--- src/rtl/byte_lane_pkg.sv ---
package byte_lane_pkg;

  // Clamp a requested byte count to the widest word the channel carries.
  function automatic int unsigned sat_bytes(input int unsigned raw,
                                            input int unsigned lim);
    return (raw > lim) ? lim : raw;
  endfunction

  // True when the queue can absorb a full-width word.
  function automatic logic has_room(input int unsigned level,
                                    input int unsigned depth,
                                    input int unsigned need);
    return (depth - level) >= need;
  endfunction

endpackage

--- src/rtl/byte_queue.sv ---
module byte_queue #(
  parameter int unsigned DEPTH = 64,
  localparam int unsigned PTR_W = $clog2(DEPTH),
  localparam int unsigned LVL_W = $clog2(DEPTH + 1)
) (
  input  logic             clk,
  input  logic             rst,
  input  logic             push,
  input  logic [7:0]       push_byte,
  input  logic             pop,
  output logic [7:0]       head,
  output logic             empty,
  output logic [LVL_W-1:0] level
);
  logic [7:0]       mem [DEPTH];
  logic [PTR_W-1:0] wr_ptr, rd_ptr;
  logic [LVL_W-1:0] level_q;

  function automatic logic [PTR_W-1:0] step(input logic [PTR_W-1:0] p);
    return (p == PTR_W'(DEPTH - 1)) ? '0 : p + 1'b1;
  endfunction

  always_ff @(posedge clk) begin
    if (push) mem[wr_ptr] <= push_byte;
  end

  always_ff @(posedge clk) begin
    if (rst) begin
      wr_ptr  <= '0;
      rd_ptr  <= '0;
      level_q <= '0;
    end else begin
      if (push) wr_ptr <= step(wr_ptr);
      if (pop)  rd_ptr <= step(rd_ptr);
      case ({push, pop})
        2'b10:   level_q <= level_q + 1'b1;
        2'b01:   level_q <= level_q - 1'b1;
        default: level_q <= level_q;
      endcase
    end
  end

  assign head  = mem[rd_ptr];
  assign empty = (level_q == '0);
  assign level = level_q;
endmodule

--- src/rtl/byte_packer.sv ---
module byte_packer
  import byte_lane_pkg::*;
#(
  parameter int unsigned MAX_BYTES = 8,
  localparam int unsigned CNT_W  = $clog2(MAX_BYTES + 1),
  localparam int unsigned WORD_W = MAX_BYTES * 8
) (
  input  logic              clk,
  input  logic              rst,
  input  logic              room,
  input  logic [3:0]        wr_cnt,
  input  logic [WORD_W-1:0] wr_word,
  output logic              wr_ready,
  output logic              accept,
  output logic              push,
  output logic [7:0]        push_byte
);
  logic [CNT_W-1:0]  rem_q;
  logic [WORD_W-1:0] word_q;
  logic              busy;

  assign busy      = (rem_q != '0);
  assign wr_ready  = !busy && room;
  assign accept    = wr_ready && (wr_cnt != 4'd0);
  assign push      = busy;
  assign push_byte = word_q[7:0];

  always_ff @(posedge clk) begin
    if (rst) begin
      rem_q  <= '0;
      word_q <= '0;
    end else if (accept) begin
      rem_q  <= CNT_W'(sat_bytes(32'(wr_cnt), MAX_BYTES));
      word_q <= wr_word;
    end else if (busy) begin
      rem_q  <= rem_q - 1'b1;
      word_q <= word_q >> 8;
    end
  end
endmodule

--- src/rtl/byte_gatherer.sv ---
module byte_gatherer
  import byte_lane_pkg::*;
#(
  parameter int unsigned MAX_BYTES = 8,
  localparam int unsigned CNT_W  = $clog2(MAX_BYTES + 1),
  localparam int unsigned IDX_W  = $clog2(MAX_BYTES),
  localparam int unsigned WORD_W = MAX_BYTES * 8
) (
  input  logic              clk,
  input  logic              rst,
  input  logic [3:0]        rd_cnt,
  input  logic              q_empty,
  input  logic [7:0]        q_head,
  output logic              rd_ready,
  output logic              accept,
  output logic              pop,
  output logic [WORD_W-1:0] rd_word
);
  logic [CNT_W-1:0]  need_q;
  logic [IDX_W-1:0]  pos_q;
  logic [WORD_W-1:0] word_q;
  logic              waiting;

  assign waiting  = (need_q != '0);
  assign rd_ready = !waiting;
  assign accept   = rd_ready && (rd_cnt != 4'd0);
  assign pop      = waiting && !q_empty;
  assign rd_word  = word_q;

  always_ff @(posedge clk) begin
    if (rst) begin
      need_q <= '0;
      pos_q  <= '0;
      word_q <= '0;
    end else if (accept) begin
      need_q <= CNT_W'(sat_bytes(32'(rd_cnt), MAX_BYTES));
      pos_q  <= '0;
      word_q <= '0;
    end else if (pop) begin
      word_q[{pos_q, 3'b000} +: 8] <= q_head;
      pos_q  <= pos_q + 1'b1;
      need_q <= need_q - 1'b1;
    end
  end
endmodule

--- src/rtl/byte_lane_channel.sv ---
module byte_lane_channel
  import byte_lane_pkg::*;
#(
  parameter int unsigned DEPTH     = 64,
  parameter int unsigned MAX_BYTES = 8,
  localparam int unsigned WORD_W = MAX_BYTES * 8,
  localparam int unsigned LVL_W  = $clog2(DEPTH + 1)
) (
  input  logic              clk,
  input  logic              rst,
  output logic              wr_ready,
  input  logic [3:0]        wr_cnt,
  input  logic [WORD_W-1:0] wr_word,
  output logic              rd_ready,
  input  logic [3:0]        rd_cnt,
  output logic [WORD_W-1:0] rd_word
);
  // Internal events, named for the checker.
  logic             q_push, q_pop, q_empty, q_room;
  logic [7:0]       q_in, q_head;
  logic [LVL_W-1:0] q_level;
  logic             wr_take, rd_take;

  assign q_room = has_room(32'(q_level), DEPTH, MAX_BYTES);

  byte_packer #(.MAX_BYTES(MAX_BYTES)) u_packer (
    .clk(clk), .rst(rst), .room(q_room), .wr_cnt(wr_cnt), .wr_word(wr_word),
    .wr_ready(wr_ready), .accept(wr_take), .push(q_push), .push_byte(q_in)
  );

  byte_queue #(.DEPTH(DEPTH)) u_queue (
    .clk(clk), .rst(rst), .push(q_push), .push_byte(q_in), .pop(q_pop),
    .head(q_head), .empty(q_empty), .level(q_level)
  );

  byte_gatherer #(.MAX_BYTES(MAX_BYTES)) u_gather (
    .clk(clk), .rst(rst), .rd_cnt(rd_cnt), .q_empty(q_empty), .q_head(q_head),
    .rd_ready(rd_ready), .accept(rd_take), .pop(q_pop), .rd_word(rd_word)
  );
endmodule

--- config.mk ---
export PLATFORM = sky130hd
export DESIGN_NAME = byte_lane_channel
export DESIGN_NICKNAME = d
export VERILOG_FILES = /design/src/rtl/byte_lane_pkg.sv /design/src/rtl/byte_queue.sv /design/src/rtl/byte_packer.sv /design/src/rtl/byte_gatherer.sv /design/src/rtl/byte_lane_channel.sv
export SDC_FILE = /design/constraint.sdc
export NUM_CORES = 1
export LEC_CHECK = 0
export BUFFER_PORTS_ARGS = -buffer_cell sky130_fd_sc_hd__buf_2
export CORE_MARGIN = 4
export CORE_UTILIZATION = 45
export CTS_BUF_LIST = sky130_fd_sc_hd__clkbuf_8
export DETAILED_ROUTE_END_ITERATION = 8
export GPL_TIMING_DRIVEN = 0
export PLACE_DENSITY = 0.7
export SLEW_MARGIN = 20
export SYNTH_ARGS = -nofsm -noshare
export SYNTH_HDL_FRONTEND = slang
export SYNTH_SLANG_ARGS = --single-unit
--- constraint.sdc ---
create_clock -name clk -period 4.68 [get_ports clk]
set_clock_uncertainty 0.1 [all_clocks]
set_input_delay 0.234 -clock clk [delete_from_list [all_inputs] [get_ports clk]]
set_output_delay 0.234 -clock clk [all_outputs]
set_load 0.02 [all_outputs]
* Yosys cells after proc, flatten, opt, wreduce, memory -nomap -nowiden *
Memories as Yosys holds them, arrays and structs flattened. A register that Yosys moved wholly into a read port is not among the register bits.
Index checks and enable logic that the tools add are counted.

storage, ports and cells
  memories = 1
  word-level logic and storage cells = 59
  input port bits = 74
  register bits after elaboration = 158
  memory bits (writable) = 512

operators by class
  $add $sub $neg = 9
  $lt $le $gt $ge = 3
  shifts and indexed selects = 2
  eq/ne operators = 4
  reductions and logical operators = 16
  multiplexer cells = 16

memories
  memory       words  width  read ports  clocked after Yosys merged registers in  wr ports  RTL line          RTL
  u_queue.mem  64     8      1           1                                        1         byte_queue.sv:15  logic [7:0] mem [DEPTH];

operators by type and width
  cell                    number
  $mux 64                 2
  $bwmux 64               1
  $shift 8x8->64 const A  1
  $shiftx 8x8->64         1
  $ge 32x4->1 const B     1
  $mux 4                  6
  $mux 6                  4
  $reduce_bool 4->1       4
  $pmux 7 s2              1
  $add 6x1->6 const B     2
  $eq 6x6->1 const B      2
  $gt 4x4->1 const B      2
  $neg 6->8               1
  $sub 4x1->4 const B     2
  $sub 7x7->8 const A     1
  $add 7x1->7 const B     1
  $logic_not 7->1         1
  $sub 7x1->7 const B     1
  $reduce_bool 2->1       3
  $logic_and 1x1->1       4
  $add 3x1->3 const B     1
  $logic_not 1->1         3
  $eq 2x1->1 const B      1
  $eq 2x2->1 const B      1
  other kinds (2)         3

* Depth between registers and ports, before layout *
  word-level depth = 5
  gate-level depth with buffers = 16

* Cells and area by module *
A second synthesis with hierarchy kept.

second synthesis, totals
  cells, all modules = 1,852
  area total of the unflattened synthesis = 28,448.5 µm²

by module, submodules not included
  module             area each (µm²)  sequential area each (µm²)  cells each  times used
  byte_queue         21,272.9         15,875.2                    1,069       1
  byte_gatherer      3,881.2          1,421.4                     392         1
  byte_packer        3,249.4          1,361.3                     387         1
  byte_lane_channel  45.0             0.0                         4           1

* Worst setup path before layout *
No wires, ideal clock.

  kind = reg-to-reg
  from = register u_gather.need_q[0]
  to = register u_queue.level_q[4] (netlist: u_queue.level[4])
  path buffers = 2
  path slack = 1,127 ps
  period minus slack after synthesis = 3,553 ps
  data arrival time = 3,332 ps
  stages on the path, launching flop included = 17
  required time = 4,459 ps
  cell sequence = dfxtp_1 > inv_1 > ha_1 > nor3b_2 > a31o_4 > inv_1 > clkbuf_1 > ha_1 > clkbuf_1 > xor2_1 > ha_1 > a21oi_1 > nor2b_1 > o21ai_0 > a21o_1 > a21oi_1 > mux2_2

between the ends
  word-level cells in the longest chain between the ends = 4

ends and longest elaborated chain
  item                                             RTL line                 RTL
  start, declared                                  byte_gatherer.sv:19      logic [CNT_W-1:0] need_q;
  start signal, assigned                           byte_gatherer.sv:36      need_q <= CNT_W'(sat_bytes(32'(rd_cnt), MAX_BYTES));
  start signal, assigned                           byte_gatherer.sv:42      need_q <= need_q - 1'b1;
  $reduce_bool 4->1 (*)                            byte_gatherer.sv:24      assign waiting = (need_q != '0);
  $logic_and 1x1->1 (*)                            byte_gatherer.sv:27      assign pop = waiting && !q_empty;
  named net q_pop                                  byte_lane_channel.sv:19  logic q_push, q_pop, q_empty, q_room;
  $eq 2x1->1 or $eq 2x2->1 (tied branches)         byte_queue.sv:35         case ({push, pop})
  $pmux 7 s2 or $reduce_bool 2->1 (tied branches)  --
  end signal, assigned                             byte_queue.sv:36         2'b10: level_q <= level_q + 1'b1;
  end signal, assigned                             byte_queue.sv:37         2'b01: level_q <= level_q - 1'b1;
  end signal, assigned                             byte_queue.sv:38         default: level_q <= level_q;
  end, declared                                    byte_queue.sv:17         logic [LVL_W-1:0] level_q;

Mark *: on every way through the listed nets, which the timed path passes. The rest lies on a longest branch.
A chain may end at the register's enable or synchronous reset.

* Final worst setup path *
  from = register u_packer.rem_q[0]
  to = register u_queue.level_q[4] (netlist: u_queue.level[4])

between the ends
  word-level cells in the longest chain between the ends = 3

ends and longest elaborated chain
  item                                             RTL line           RTL
  start, declared                                  byte_packer.sv:18  logic [CNT_W-1:0] rem_q;
  start signal, assigned                           byte_packer.sv:33  rem_q <= CNT_W'(sat_bytes(32'(wr_cnt), MAX_BYTES));
  start signal, assigned                           byte_packer.sv:36  rem_q <= rem_q - 1'b1;
  $reduce_bool 4->1 (*)                            byte_packer.sv:22  assign busy = (rem_q != '0);
  $eq 2x1->1 or $eq 2x2->1 (tied branches)         byte_queue.sv:35
  $pmux 7 s2 or $reduce_bool 2->1 (tied branches)  --

Mark *: on every way between the ends. The rest lies on a longest branch, timed or not.

==> run_results.csv <==
group,metric,value,unit
run_status,status,"complete, no violations",
yosys,yosysSeqAreaShare,69.32,%
power_and_ir_drop,internal_power,0.01129,W
critical_path,crit_type,"flip-flop to flip-flop",
yosys,syn_inst,1807,
clock_network,cts-root-buf,"clkbuf_8",
layout,drive_gt1_share,18.87,%
drt,dr.pass1.iters,5,
die,die_area,63790,µm²
clock_network,cts_resized,0,
power_and_ir_drop,clkPwrFrac,27.5,%
yosys,synth_top_area_share,57.12,%
drt,drc_errors,0,
sta,setup_tns,0,ns
power_and_ir_drop,p_comb_share,24.9,%
layout,syn_to_final_growth,16.94,%
die,start_util,45.52,%
yosys,synth_edf_count,512,
global_routing,grt_max_degree,66,
sta,slew_viol_final,0,
clock_network,cts_tree,"built",
die,io_pins,140,
power_and_ir_drop,sequentialPowerShare,47.6,%
min_path,hold_class,"primary input to flip-flop",
critical_path,end_kind,"flip-flop",
yosys,synth_nets,1894,
clock_network,cts_max_path_buffers,3,
critical_path,crit_chain,"inv_1, ha_1, nand2_1, inv_1, clkbuf_1, ha_1, clkbuf_1, xor2_1, ha_1, a21oi_1, nor2b_1, o21ai_0, a21o_1, a21oi_1, mux2_2",
yosys,netlist_area,26920,µm²
clock_network,clk_latency,0.71,ns
drt,vias,17538,
clock_network,cts.clk_slew.worst_paths,0.06,ns
drt,wire_per_inst,24.78,µm
clock_network,h-tree-depth,3,
placed_design,io_buffers,139,
global_routing,grt_usage,22.87,%
die,rows,89,
layout,n_fill_cell,4642,
drt,drtIter0Drc,1852,
sta,post-route-period-util,90.32,%
die,core_region_area,59130,µm²
critical_path,cpPeakStageDelay,0.59,ns
sta,fmax,0.2366,GHz
yosys,yosys.area.top_type,"edfxtp_1",
layout,final_nets,2220,
clock_network,cts_made_buffers,103,
sta,hold_viol,0,
critical_path,cpMostUsedCell,"ha_1",
critical_path,crit_family,"buffers and inverters",
power_and_ir_drop,leakage,10.71,nW
global_routing,overflow,0,
drt,routed_via_density,5.856,
yosys,ys_top_cells_by_area,"edfxtp_1 57%, dfxtp_1 12%, mux2i_1 4.6%, mux4_2 3.5%, a22oi_1 3.3%",
power_and_ir_drop,switchingPower,0.005660,W
placed_design,place.gp.congestion,0.9353,
power_and_ir_drop,power_density,538.4,nW/µm²
sta,slew-limit-headroom,24.25,%
placed_design,place_worst_setup_slack,0.5200,ns
yosys,syn_avg_cell_area,14.90,µm²
die,die_width,252.6,µm
sta,min_period,4.227,ns
critical_path,cp_max_fo,11,
power_and_ir_drop,swShare,33.40,%
yosys,synth_seq_cells,676,
critical_path,crit_slowest_cell,"clkbuf_1",
yosys,synth_cell_types,70,
sta,grt_setup_unrepaired,"false",
drt,ant_nets,0,
yosys,ys_warn_count,0,
yosys,synth_flop_cell,"edfxtp_1",
power_and_ir_drop,vdd_drop_max,0.4053,mV
critical_path,startpoint_type,"flip-flop",
drt,wirelength,74.21,mm
die,dieHeight,252.6,µm
clock_network,clock_sinks,676,
sta,tightest_slew,1.132,ns
yosys,post-synth-top-count-cell,"edfxtp_1",
global_routing,grt_pass1_vias,17772,
global_routing,antenna_found_initial,0,
critical_path,critPathRequiredTime,5.16,ns
critical_path,cp.arrival,4.70,ns
yosys,yosys-top-cells-count,"512 x edfxtp_1, 164 x dfxtp_1, 162 x a21oi_1",
sta,finalWorstSetupSlack,0.4530,ns
critical_path,cp_num_buf_inv,4,
job,drv_cap,0,
sta,setup_viol,0,
placed_design,hpwl,47.92,mm
global_routing,grt_pass1_wl,109.0,mm
yosys,synth-async-reset-ratio,0,%
[kinds of logic after synthesis]
kind of cell	Yosys count	share of synthesized area [%]
buffers and inverters	129	2.450
and+or+nand+nor	374	6.796
adders and majority gates	13	0.6043
xor gates and xnor gates	18	0.5857
AOI/OAI and AO/OA	404	9.543
muxes	193	10.71
DFF	676	69.32
[stage by stage]
step                total power (W)  util [%]  hold slack, ns  cells  cell area, µm²
floorplan                   0.01056         -          0.2700   1807           26920
global placement            0.01204     48.33          0.3445   2719           28580
detailed placement          0.01220     48.55          0.3494   2723           28710
CTS                         0.01689     53.22          0.1378   2994           31470
global route                0.01760     53.23          0.1990   2994           31480
finish                      0.01695     53.23          0.1670   2995           31480
[sequential cells by signal (all words and copies together), names as in the netlist, named ones only]
signal            flops
u_queue.wr_ptr        6
u_queue.mem         512
u_packer.word_q      64
u_gather.rd_word     64
u_gather.need_q       4
u_queue.rd_ptr        6
u_gather.pos_q        3
u_packer.rem_q        4
u_queue.level         7
[worst paths after layout]
check,start,end,slack (ns),cells after the start
setup / recovery,u_packer.rem_q[0]$_SDFFE_PP0P_,u_queue.level[4]$_SDFFE_PP0P_,0.45,15
hold reg to reg,u_packer.word_q[15]$_SDFFE_PP0P_,u_packer.word_q[15]$_SDFFE_PP0P_,0.36,2
setup reg to reg,u_packer.rem_q[0]$_SDFFE_PP0P_,u_queue.level[4]$_SDFFE_PP0P_,0.45,15
hold / removal,rst,u_queue.level[5]$_SDFFE_PP0P_,0.17,4
[placed cells by master, fill, tap and decap left out, types with 6 or more instances in the layout]
master         count
a211oi_1          16
a21oi_1          162
a22oi_1          117
a31oi_1            7
buf_1              7
buf_2            173
buf_4             14
buf_6              7
clkbuf_1          52
clkbuf_8         112
clkinv_1          27
clkinv_2          14
dfxtp_1          156
dlygate4sd3_1     78
edfxtp_1         512
ha_1              13
inv_1             43
mux2i_1          124
mux4_1            26
mux4_2            42
nand2_1          114
nand2b_1          14
nand3_1           38
nand4_1           10
nor2_1           113
nor2b_1           27
nor3_1             7
o21ai_0           66
xnor2_1            6
xor2_1            12
[repair_timing]
| action | 4_1_cts | 5_1_grt |
|---|---|---|
| buffers inserted | 0 | 0 |
| hold endpoints to repair | 72 | 0 |
| hold buffers | 78 | 0 |
| endpoints found under the setup margin | 0 | 0 |
[layout make-up]
class | instances | area (µm²) | area share (%)
Antenna cell | 1 | 2.502 | 0.007950
Buffer | 116 | 610.6 | 1.940
Clock buffer | 112 | 1541 | 4.897
Clock inverter | 81 | 440.4 | 1.399
Inverter | 13 | 48.80 | 0.1550
Multi-Input combinational cell | 1002 | 7617 | 24.20
Sequential cell | 676 | 18680 | 59.34
Tap cell | 773 | 967.2 | 3.073
Timing Repair Buffer | 221 | 1572 | 4.992
[worst register-to-register path: stages, from the launching register on]
cell      delay [ns]
dfxtp_1         0.33
inv_1           0.12
ha_1            0.16
nand2_1         0.20
inv_1           0.31
clkbuf_1        0.60
ha_1            0.46
clkbuf_1        0.39
xor2_1          0.19
ha_1            0.23
a21oi_1         0.11
nor2b_1         0.14
o21ai_0         0.08
a21o_1          0.20
a21oi_1         0.16
mux2_2          0.34
[routing by layer]
metal  GRT usage, %  part of all wire (%)  vias up
met5              0                     0        -
met4          9.826                   3.8        0
met3          5.299                   9.6      169
met2          37.24                    48     1038
met1          29.67                    38     8674
li1               -                     -     7657
[power groups by stage]
stage / logic [W] / clock network, W / registers, W
after CTS: 0.00414 / 0.00470 / 0.00805
after detailed placement: 0.00402 / 0 / 0.00818
after global placement: 0.00374 / 0 / 0.00830
after global routing: 0.00449 / 0.00499 / 0.00812
after floorplan: 0.00256 / 0 / 0.00800
final: 0.00423 / 0.00466 / 0.00807
(Power assumes the default switching activity.)
